`src/rtl/dma_seq_pkg.sv`:
```
package dma_seq_pkg;

    parameter int ADDR_W = 24;
    parameter int CNT_W  = 16;
    parameter int DATA_W = 16;
    parameter int IO_W   = 8;

    typedef enum logic [1:0] {
        MODE_IO   = 2'd0,
        MODE_RPT  = 2'd1,
        MODE_IDLE = 2'd2
    } mode_e;

    typedef enum logic [1:0] {
        PH_IDLE = 2'd0,
        PH_RD   = 2'd1,
        PH_WR   = 2'd2
    } phase_e;

    typedef struct packed {
        logic word;
        logic dec;
        logic rpt;
        logic irq_en;
        logic mem2io;
    } ctl_t;

    function automatic mode_e mode_of(input logic rpt, input logic irq_en);
        if (!rpt)
            return MODE_IO;
        else if (!irq_en)
            return MODE_RPT;
        else
            return MODE_IDLE;
    endfunction

endpackage

```
`src/rtl/dma_ctl_regs.sv`:
```
module dma_ctl_regs
    import dma_seq_pkg::*;
#(
    parameter int IOW = IO_W
) (
    input  logic           clk,
    input  logic           rst,
    input  logic           cfg_we,
    input  ctl_t           cfg_ctl,
    input  logic           cfg_en,
    input  logic [IOW-1:0] cfg_io,
    input  logic           busy,
    input  logic           last,
    output ctl_t           ctl,
    output logic           en,
    output logic [IOW-1:0] io,
    output logic           end_irq
);

    logic wr_ok;
    assign wr_ok = cfg_we && !busy;

    always_ff @(posedge clk) begin
        if (rst) begin
            ctl     <= '0;
            en      <= 1'b0;
            io      <= '0;
            end_irq <= 1'b0;
        end else begin
            end_irq <= 1'b0;
            if (wr_ok) begin
                ctl     <= cfg_ctl;
                en      <= cfg_en;
                io      <= cfg_io;
                end_irq <= en && !cfg_en && cfg_ctl.irq_en;
            end else if (last) begin
                en      <= 1'b0;
                end_irq <= ctl.irq_en;
            end
        end
    end


    end_irq_fall_chk: assert property (@(posedge clk) disable iff (rst)
        end_irq |-> (!en && $past(en) && ctl.irq_en));


    cfg_hold_chk: assert property (@(posedge clk) disable iff (rst)
        busy |=> ($stable(ctl) && $stable(io)));

endmodule

```
`src/rtl/dma_addr_unit.sv`:
```
module dma_addr_unit
    import dma_seq_pkg::*;
#(
    parameter int AW = ADDR_W,
    parameter int CW = CNT_W
) (
    input  logic          clk,
    input  logic          rst,
    input  logic          load,
    input  logic [AW-1:0] cfg_mar,
    input  logic [CW-1:0] cfg_cnt,
    input  mode_e         mode,
    input  logic          word,
    input  logic          dec,
    input  logic          step,
    output logic [AW-1:0] mar,
    output logic [CW-1:0] cnt,
    output logic          last
);

    localparam int RW = CW / 2;

    logic [AW-1:0] start_q;
    logic [AW-1:0] delta;
    logic [AW-1:0] mar_step;
    logic          rpt_wrap;

    assign delta    = word ? AW'(2) : AW'(1);
    assign mar_step = dec ? (mar - delta) : (mar + delta);
    assign rpt_wrap = (cnt[RW-1:0] == RW'(1));
    assign last     = step && (mode != MODE_RPT) && (cnt == CW'(1));

    always_ff @(posedge clk) begin
        if (rst) begin
            mar     <= '0;
            start_q <= '0;
            cnt     <= '0;
        end else if (load) begin
            mar     <= cfg_mar;
            start_q <= cfg_mar;
            cnt     <= cfg_cnt;
        end else if (step) begin
            case (mode)
                MODE_IDLE: begin
                    cnt <= cnt - CW'(1);
                end
                MODE_RPT: begin
                    if (rpt_wrap) begin
                        cnt[RW-1:0] <= cnt[CW-1:RW];
                        mar         <= start_q;
                    end else begin
                        cnt[RW-1:0] <= cnt[RW-1:0] - RW'(1);
                        mar         <= mar_step;
                    end
                end
                default: begin
                    cnt <= cnt - CW'(1);
                    mar <= mar_step;
                end
            endcase
        end
    end


    idle_freeze_chk: assert property (@(posedge clk) disable iff (rst)
        (step && mode == MODE_IDLE) |=> ($stable(mar) && cnt == $past(cnt) - CW'(1)));


    rpt_reload_chk: assert property (@(posedge clk) disable iff (rst)
        (step && mode == MODE_RPT) |=> $stable(cnt[CW-1:RW]));


    last_zero_chk: assert property (@(posedge clk) disable iff (rst)
        last |=> (cnt == '0));

endmodule

```
`src/rtl/dma_xfer_fsm.sv`:
```
module dma_xfer_fsm
    import dma_seq_pkg::*;
#(
    parameter int AW  = ADDR_W,
    parameter int DW  = DATA_W,
    parameter int IOW = IO_W
) (
    input  logic           clk,
    input  logic           rst,
    input  logic           en,
    input  logic           req,
    input  logic           cfg_we,
    input  logic           word,
    input  logic           mem2io,
    input  logic [AW-1:0]  mar,
    input  logic [IOW-1:0] io,
    input  logic           last,
    input  logic           bus_ack,
    input  logic [DW-1:0]  bus_rdata,
    output logic           bus_req,
    output logic           bus_we,
    output logic [AW-1:0]  bus_addr,
    output logic [DW-1:0]  bus_wdata,
    output logic           busy,
    output logic           step
);

    localparam int BW = DW / 2;

    phase_e        phase;
    logic          pend;
    logic [DW-1:0] data_q;
    logic          start;
    logic [AW-1:0] io_full;

    assign io_full   = {{(AW-IOW){1'b1}}, io};
    assign start     = (phase == PH_IDLE) && en && (req || pend) && !cfg_we;
    assign busy      = (phase != PH_IDLE);
    assign step      = (phase == PH_WR) && bus_ack;
    assign bus_req   = busy;
    assign bus_we    = (phase == PH_WR);
    assign bus_wdata = data_q;

    always_comb begin
        if ((phase == PH_RD) == mem2io)
            bus_addr = mar;
        else
            bus_addr = io_full;
    end

    always_ff @(posedge clk) begin
        if (rst) begin
            phase  <= PH_IDLE;
            pend   <= 1'b0;
            data_q <= '0;
        end else begin
            case (phase)
                PH_IDLE: if (start) phase <= PH_RD;
                PH_RD: if (bus_ack) begin
                    data_q <= word ? bus_rdata : {{(DW-BW){1'b0}}, bus_rdata[BW-1:0]};
                    phase  <= PH_WR;
                end
                PH_WR: if (bus_ack) phase <= PH_IDLE;
                default: phase <= PH_IDLE;
            endcase
            if (phase == PH_IDLE || last)
                pend <= 1'b0;
            else if (req)
                pend <= 1'b1;
        end
    end


    busy_en_chk: assert property (@(posedge clk) disable iff (rst)
        busy |-> en);


    addr_hold_chk: assert property (@(posedge clk) disable iff (rst)
        (bus_req && !bus_ack) |=> (bus_req && $stable(bus_addr) && $stable(bus_we)));


    no_start_chk: assert property (@(posedge clk) disable iff (rst)
        (!en && !busy) |=> !bus_req);


    phase_order_chk: assert property (@(posedge clk) disable iff (rst)
        $rose(bus_req) |-> !bus_we);

endmodule

```
`src/rtl/dma_chan_seq.sv`:
```
module dma_chan_seq
    import dma_seq_pkg::*;
#(
    parameter int AW  = ADDR_W,
    parameter int CW  = CNT_W,
    parameter int DW  = DATA_W,
    parameter int IOW = IO_W
) (
    input  logic           clk,
    input  logic           rst,
    input  logic           cfg_we,
    input  logic           cfg_word,
    input  logic           cfg_dec,
    input  logic           cfg_rpt,
    input  logic           cfg_irq_en,
    input  logic           cfg_mem2io,
    input  logic           cfg_en,
    input  logic [AW-1:0]  cfg_mar,
    input  logic [CW-1:0]  cfg_cnt,
    input  logic [IOW-1:0] cfg_io,
    input  logic           req,
    input  logic           bus_ack,
    input  logic [DW-1:0]  bus_rdata,
    output logic           bus_req,
    output logic           bus_we,
    output logic           bus_word,
    output logic [AW-1:0]  bus_addr,
    output logic [DW-1:0]  bus_wdata,
    output logic           busy,
    output logic           chan_en,
    output logic [AW-1:0]  mar_out,
    output logic [CW-1:0]  cnt_out,
    output logic           end_irq
);

    ctl_t           cfg_ctl;
    ctl_t           ctl;
    mode_e          mode;
    logic [IOW-1:0] io;
    logic           last;
    logic           step;

    assign cfg_ctl  = '{word: cfg_word, dec: cfg_dec, rpt: cfg_rpt,
                        irq_en: cfg_irq_en, mem2io: cfg_mem2io};
    assign mode     = mode_of(ctl.rpt, ctl.irq_en);
    assign bus_word = ctl.word;

    dma_ctl_regs #(.IOW(IOW)) u_regs (
        .clk     (clk),
        .rst     (rst),
        .cfg_we  (cfg_we),
        .cfg_ctl (cfg_ctl),
        .cfg_en  (cfg_en),
        .cfg_io  (cfg_io),
        .busy    (busy),
        .last    (last),
        .ctl     (ctl),
        .en      (chan_en),
        .io      (io),
        .end_irq (end_irq)
    );

    dma_addr_unit #(.AW(AW), .CW(CW)) u_addr (
        .clk     (clk),
        .rst     (rst),
        .load    (cfg_we && !busy),
        .cfg_mar (cfg_mar),
        .cfg_cnt (cfg_cnt),
        .mode    (mode),
        .word    (ctl.word),
        .dec     (ctl.dec),
        .step    (step),
        .mar     (mar_out),
        .cnt     (cnt_out),
        .last    (last)
    );

    dma_xfer_fsm #(.AW(AW), .DW(DW), .IOW(IOW)) u_fsm (
        .clk       (clk),
        .rst       (rst),
        .en        (chan_en),
        .req       (req),
        .cfg_we    (cfg_we),
        .word      (ctl.word),
        .mem2io    (ctl.mem2io),
        .mar       (mar_out),
        .io        (io),
        .last      (last),
        .bus_ack   (bus_ack),
        .bus_rdata (bus_rdata),
        .bus_req   (bus_req),
        .bus_we    (bus_we),
        .bus_addr  (bus_addr),
        .bus_wdata (bus_wdata),
        .busy      (busy),
        .step      (step)
    );


    mode_legal_chk: assert property (@(posedge clk) disable iff (rst)
        (mode != MODE_IO) |-> ctl.rpt);


    rpt_keeps_en_chk: assert property (@(posedge clk) disable iff (rst)
        (step && mode == MODE_RPT) |=> chan_en);

endmodule

```
`config.mk`:
```
export PLATFORM = sky130hd
export DESIGN_NAME = dma_chan_seq
export DESIGN_NICKNAME = d
export VERILOG_FILES = /design/src/rtl/dma_seq_pkg.sv /design/src/rtl/dma_ctl_regs.sv /design/src/rtl/dma_addr_unit.sv /design/src/rtl/dma_xfer_fsm.sv /design/src/rtl/dma_chan_seq.sv
export SDC_FILE = /design/constraint.sdc
export NUM_CORES = 1
export LEC_CHECK = 0
export ABC_CLOCK_PERIOD_IN_PS = 8800
export BUFFER_PORTS_ARGS = -buffer_cell sky130_fd_sc_hd__buf_2
export CAP_MARGIN = 20
export CORE_ASPECT_RATIO = 0.7
export CORE_MARGIN = 5
export CORE_UTILIZATION = 25
export CTS_BUF_LIST = sky130_fd_sc_hd__clkbuf_8
export DETAILED_ROUTE_END_ITERATION = 6
export GPL_TIMING_DRIVEN = 0
export MAX_ROUTING_LAYER = met4
export PLACE_DENSITY = 0.44
export SYNTH_ARGS = -nofsm -noshare
export SYNTH_HDL_FRONTEND = slang
export SYNTH_SLANG_ARGS = --single-unit
```
`constraint.sdc`:
```
create_clock -name clk -period 8.8 [get_ports clk]
set_input_delay 0.44 -clock clk [delete_from_list [all_inputs] [get_ports clk]]
set_output_delay 0.44 -clock clk [all_outputs]
set_load 0.02 [all_outputs]
```
== Word-level counts from Yosys, hierarchy flattened ==
Cells that the tools add are included.
W data, S select, Z words.

* Register bits: 98
* Latch bits: 0
* Memory bits (writable): 0
* ROM bits: 0
* Input bits: 75
* Output and inout port bits: 86
* Word-level logic and storage cells: 78
* Memories kept: 0

* $add $sub $neg: 4
* $mul: 0
* Div/mod/pow operators: 0
* Order comparisons: 0
* Eq/ne operators: 13
* Shifts and indexed selects: 0
* Multiplexer cells: 23
* Bitwise logic cells: 0
* Reduce and logical (&&, ||, !) cells: 23

{| class="wikitable"
|+ Operator list
! cell !! count
|-
| $mux W24 || 5
|-
| $mux W16 || 3
|-
| $pmux W24 S2 || 1
|-
| $add A24 B24 Y24 || 1
|-
| $mux W8 || 3
|-
| $sub A24 B24 Y24 || 1
|-
| $eq A16 B1 Y1 const B || 1
|-
| $sub A16 B1 Y16 const B || 1
|-
| $mux W2 || 6
|-
| $logic_and A1 B1 Y1 || 9
|-
| $eq A8 B1 Y1 const B || 1
|-
| $ne A2 B1 Y1 const B || 4
|-
| $sub A8 B1 Y8 const B || 1
|-
| $pmux W2 S3 || 1
|-
| $reduce_and A2 Y1 || 3
|-
| $reduce_bool A2 Y1 || 3
|-
| $eq A2 B1 Y1 const B || 2
|-
| $eq A2 B2 Y1 const B || 2
|-
| $mux W1 || 4
|-
| $ne A2 B2 Y1 const B || 2
|-
| $logic_not A1 Y1 || 3
|-
| $reduce_and A3 Y1 || 1
|-
| $logic_not A2 Y1 || 1
|-
| $logic_or A1 B1 Y1 || 2
|-
| other kinds (2) || 2
|}

== Longest topological paths before layout ==
* Depth in word-level cells: 7
* Gate-level depth with buffers: 12

== By module ==
Synthesis repeated with hierarchy kept, for this count alone.

* Cell total of the unflattened synthesis: 735
* Area total of the unflattened synthesis: 5879.4 µm²

{| class="wikitable"
|+ By module, submodules not included
! module !! times used !! cells each !! area each (µm²)
|-
| dma_addr_unit || 1 || 552 || 4362.9
|-
| dma_xfer_fsm || 1 || 115 || 955.9
|-
| dma_ctl_regs || 1 || 65 || 538.0
|-
| dma_chan_seq || 1 || 3 || 22.5
|}

== Worst setup path before layout ==
OpenSTA, ideal clock, no wires.

* Kind: register to register
* From: register u_regs.ctl[3] (netlist name)
* To: register u_addr.mar[17]
* Library setup time: 0.095 ns
* Data arrival time: 2.714 ns
* Setup slack: 5.990 ns
* Stages on the path, launching flop included: 9
* Buffers on the path: 0
* Clock period less this slack: 2.810 ns
* Cell sequence: dfxtp_1 > ha_1 > a21o_1 > a211o_1 > o21a_2 > o41ai_4 > o21ai_1 > xnor2_1 > a221oi_1

* Cells in the longest elaborated chain, start to end: 5

{| class="wikitable"
|+ Ends and longest elaborated chain
! what !! line !! source
|-
| $mux W24 (*) || dma_addr_unit.sv:29 || <nowiki>assign mar_step = dec ? (mar - delta) : (mar + delta);</nowiki>
|-
| $mux W24 || dma_addr_unit.sv:48 || <nowiki>if (rpt_wrap) begin</nowiki>
|-
| $pmux W24 S2 (*) || dma_addr_unit.sv:43 || <nowiki>case (mode)</nowiki>
|-
| $mux W24 (*) || dma_addr_unit.sv:42 || <nowiki>end else if (step) begin</nowiki>
|-
| $mux W24 (*) || dma_addr_unit.sv:38 || <nowiki>end else if (load) begin</nowiki>
|-
| end signal, assigned || dma_addr_unit.sv:39 || <nowiki>mar <= cfg_mar;</nowiki>
|-
| end signal, assigned || dma_addr_unit.sv:50 || <nowiki>mar <= start_q;</nowiki>
|-
| end signal, assigned || dma_addr_unit.sv:53 || <nowiki>mar <= mar_step;</nowiki>
|-
| end, declared || dma_addr_unit.sv:16 || <nowiki>output logic [AW-1:0] mar,</nowiki>
|}

Mark *: on every way between the ends. The rest lies on a longest branch, timed or not. The select of a mux whose other input is x is not followed.
A chain may end at the register's enable or synchronous reset.

== Worst setup path in the final report ==
* From: register u_regs.ctl[4] (netlist name)
* To: register u_addr.mar[20]

* Cells in the longest elaborated chain, start to end: 7

{| class="wikitable"
|+ Ends and longest elaborated chain
! what !! line !! source
|-
| $mux W2 (*) || dma_addr_unit.sv:28 || <nowiki>assign delta = word ? AW'(2) : AW'(1);</nowiki>
|-
| $add A24 B24 Y24 / $sub A24 B24 Y24 (equally long branches) || dma_addr_unit.sv:29 ||
|-
| $mux W24 (*) || dma_addr_unit.sv:29 ||
|-
| $mux W24 || dma_addr_unit.sv:48 ||
|-
| $pmux W24 S2 (*) || dma_addr_unit.sv:43 ||
|-
| $mux W24 (*) || dma_addr_unit.sv:42 ||
|-
| $mux W24 (*) || dma_addr_unit.sv:38 ||
|}

Marks and branches as above.

==> impl_metrics.yaml <==
global_route:
  grt_pass1_vias: 5749
  grt_usage: 0.178
  gr-total-overflow: 0
  antenna_found_initial: 1
  grt_max_degree: 25
  grt_first_pass_wirelength_um: 34300
worst_setup_path:
  reg2reg_to: "u_addr.mar[20]"
  crit_end: "u_addr.mar[20]"
  path_max_fanout: 10
  ff2ff_path_depth: 12
  r2r_slack_ns: 5.31
  worst_ep_arrival_time_ns: 3.74
  crit_path_end_kind: "register"
  rr_startpoint: "u_regs.ctl[4]"
  cp-start-kind: "register"
  setup.worst_path.start: "u_regs.ctl[4]"
  critical_path_class: "reg2reg"
  required_ns: 9.05
worst_hold_path:
  holdPathStages: 3
  hold_path.class: "in2reg"
timing:
  maxSlewViolCount: 0
  clock_skew_ns: 0.0156
  max-slew-margin-rel: 0.439
  worst_pin_slew_ns: 0.835
  post-route-period-util: 0.397
  fmax_mhz: 286
  hold_violations: 0
  holdWs_ns: 0.282
  finalSetupViolCount: 0
  finalSetupTns_ns: 0
  fin_crit_ns: 3.49
  grt_setup_unrepaired: "false"
flow_run:
  drv_cap: 0
synth:
  synth_area_leaders: "dfxtp_1 (35%), nand2_1 (9.8%), a21oi_1 (9.1%)"
  yosys_register_bits: 98
  yosysMostFrequentCell: "nand2_1"
  ys.flop_type: "dfxtp_1"
  synth_top_cell_area_share: 0.351
  synth_warnings: 0
  synth_edf_count: 0
  yosysSeqAreaShare: 0.351
  synthArstFlopShare: 0
  synth_cells: 724
  syn_area_um2: 5580
  synth_nets: 825
  yosys-top-cells-count: "nand2_1 (146), a21oi_1 (102), dfxtp_1 (98), nor2_1 (51), clkbuf_1 (37)"
  synth.distinct_cells: 64
  synth_top_area_cell: "dfxtp_1"
  avgSynthCellArea_um2: 7.71
clock_tree:
  cts_tree: "yes"
  ctsHoldBuffers: 0
  root_buffer: "clkbuf_8"
  clkSinkCount: 98
  htreeDepth: 3
  cts.repair.resized: 0
  clock_latency_ns: 0.38
  path_clk_slew_ns: 0.11
  cts_made_buffers: 9
  cts_buffer_depth: 2
  post_cts_buffers: 0
placed_design:
  gp_congestion: 0.846
  placed_cells: 1164
  placed_area_um2: 6730
  portBuffers: 158
  dp_hpwl_um: 17600
drt:
  viasPerCell: 5.02
  wirelength_um: 22600
  vias: 5928
  firstDrtPassIters: 5
  drc: 0
  wl_per_cell_um: 19.1
  final_antenna_net_count: 0
  drt-initial-drc-count: 509
power_and_ir_drop:
  power.density_nw_per_um2: 157
  peakVddDrop_mv: 0.0611
  total_power_mw: 1.09
  p_leak_nw: 3.08
floorplanning:
  die_h_um: 135
  core-area_um2: 21800
  rows: 45
  start_util: 0.255
  dieArea_um2: 25500
  ioPinCount: 161
  die_w_um: 189
status:
  outcome: "completed"
layout:
  layoutNonFillerInstCount: 1182
  area_growth_pct: 24.4
  final_nets: 995
  fin_area_um2: 6950
  drive_above_1_share: 0.214
[flip-flops by register name (all words and copies together) (netlist names)]
signal,count
u_addr.cnt,16
u_fsm.pend,1
u_addr.mar,24
u_addr.start_q,24
u_fsm.phase,2
u_regs.end_irq,1
u_fsm.bus_wdata,16
u_regs.io,8
u_regs.ctl,5
u_regs.en,1
[worst max-delay path, cell delays in order, from the launching register on]
cell	delay, ns
dfxtp_1	0.36
clkbuf_1	0.29
inv_1	0.13
ha_1	0.18
inv_1	0.06
fa_1	0.41
a21o_1	0.23
a221oi_2	0.41
o21bai_1	0.21
o311ai_1	0.57
o21ai_1	0.17
xnor2_1	0.22
o32ai_1	0.12
[per-stage QoR]
stage / util / setup WS (ns)
after global placement: 0.308 / 5.19
final: 0.318 / 5.31
after floorplan: - / 5.99
after detailed placement: 0.308 / 5.16
after global routing: 0.318 / 5.07
after CTS: 0.317 / 5.14
[layout make-up]
cell class,instances,area [um2]
diodes,2,5.00
plain buffers,46,178
clock buffers,9,124
clock inverters,6,76.3
fillers,2499,14900
inverters,12,45.0
multi-input cells,568,3400
flip-flops and latches,98,1960
well taps,282,353
repair buffers,159,806
[where the power goes]
group	switching [mW]	internal [mW]
Sequential	0.0319	0.468
Combinational	0.177	0.103
Clock	0.178	0.135
Total	0.387	0.706
[cells by family after synthesis]
logic type               count (synthesis)  synth area share
buffers and inverters                   58            0.0399
flip-flops                              98             0.351
multiplexers                            10            0.0199
AND/OR/NAND/NOR                        285             0.232
AO/OA/AOI/OAI                          217             0.250
XOR/XNOR                                30            0.0471
adder cells (fa/ha/maj)                 26            0.0596
[layer usage]
metal / share of wire / track usage / vias up / routed length [um]
met5: 0 / - / - / 0
met4: 0.0071 / 0.0227 / 0 / 160
met3: 0.077 / 0.0450 / 15 / 1730
met2: 0.38 / 0.236 / 232 / 8570
met1: 0.54 / 0.273 / 2761 / 12100
li1: - / - / 2920 / -
[cells in the final DEF (no fill, tap or decap), drive strengths merged, types with 11 or more instances in the layout]
master	synthesis	final
buf	9	168
nand2	147	147
a21oi	102	102
dfxtp	98	98
nor2	51	51
clkbuf	37	46
ha	25	25
nand2b	22	22
o21ai	19	19
nand3	18	18
a211oi	16	16
xnor2	16	16
xor2	14	14
inv	12	14
a311oi	11	11
[how the worst min path moves through the flow]
| stage | startpoint | to | slack, ns |
|---|---|---|---|
| 6_report | bus_rdata[7] | u_fsm.bus_wdata[7] | 0.28 |
| 5_1_grt | cfg_io[0] | u_regs.io[0] | 0.26 |
| 4_1_cts | bus_rdata[2] | u_fsm.bus_wdata[2] | 0.26 |
| 3_5_place_dp | u_fsm.bus_wdata[14] | u_fsm.bus_wdata[14] | 0.45 |
| 3_3_place_gp | u_fsm.bus_wdata[14] | u_fsm.bus_wdata[14] | 0.44 |
| 2_1_floorplan | u_addr.start_q[14] | u_addr.start_q[14] | 0.43 |
No activity file was read; power rests on OpenSTA's default activity.
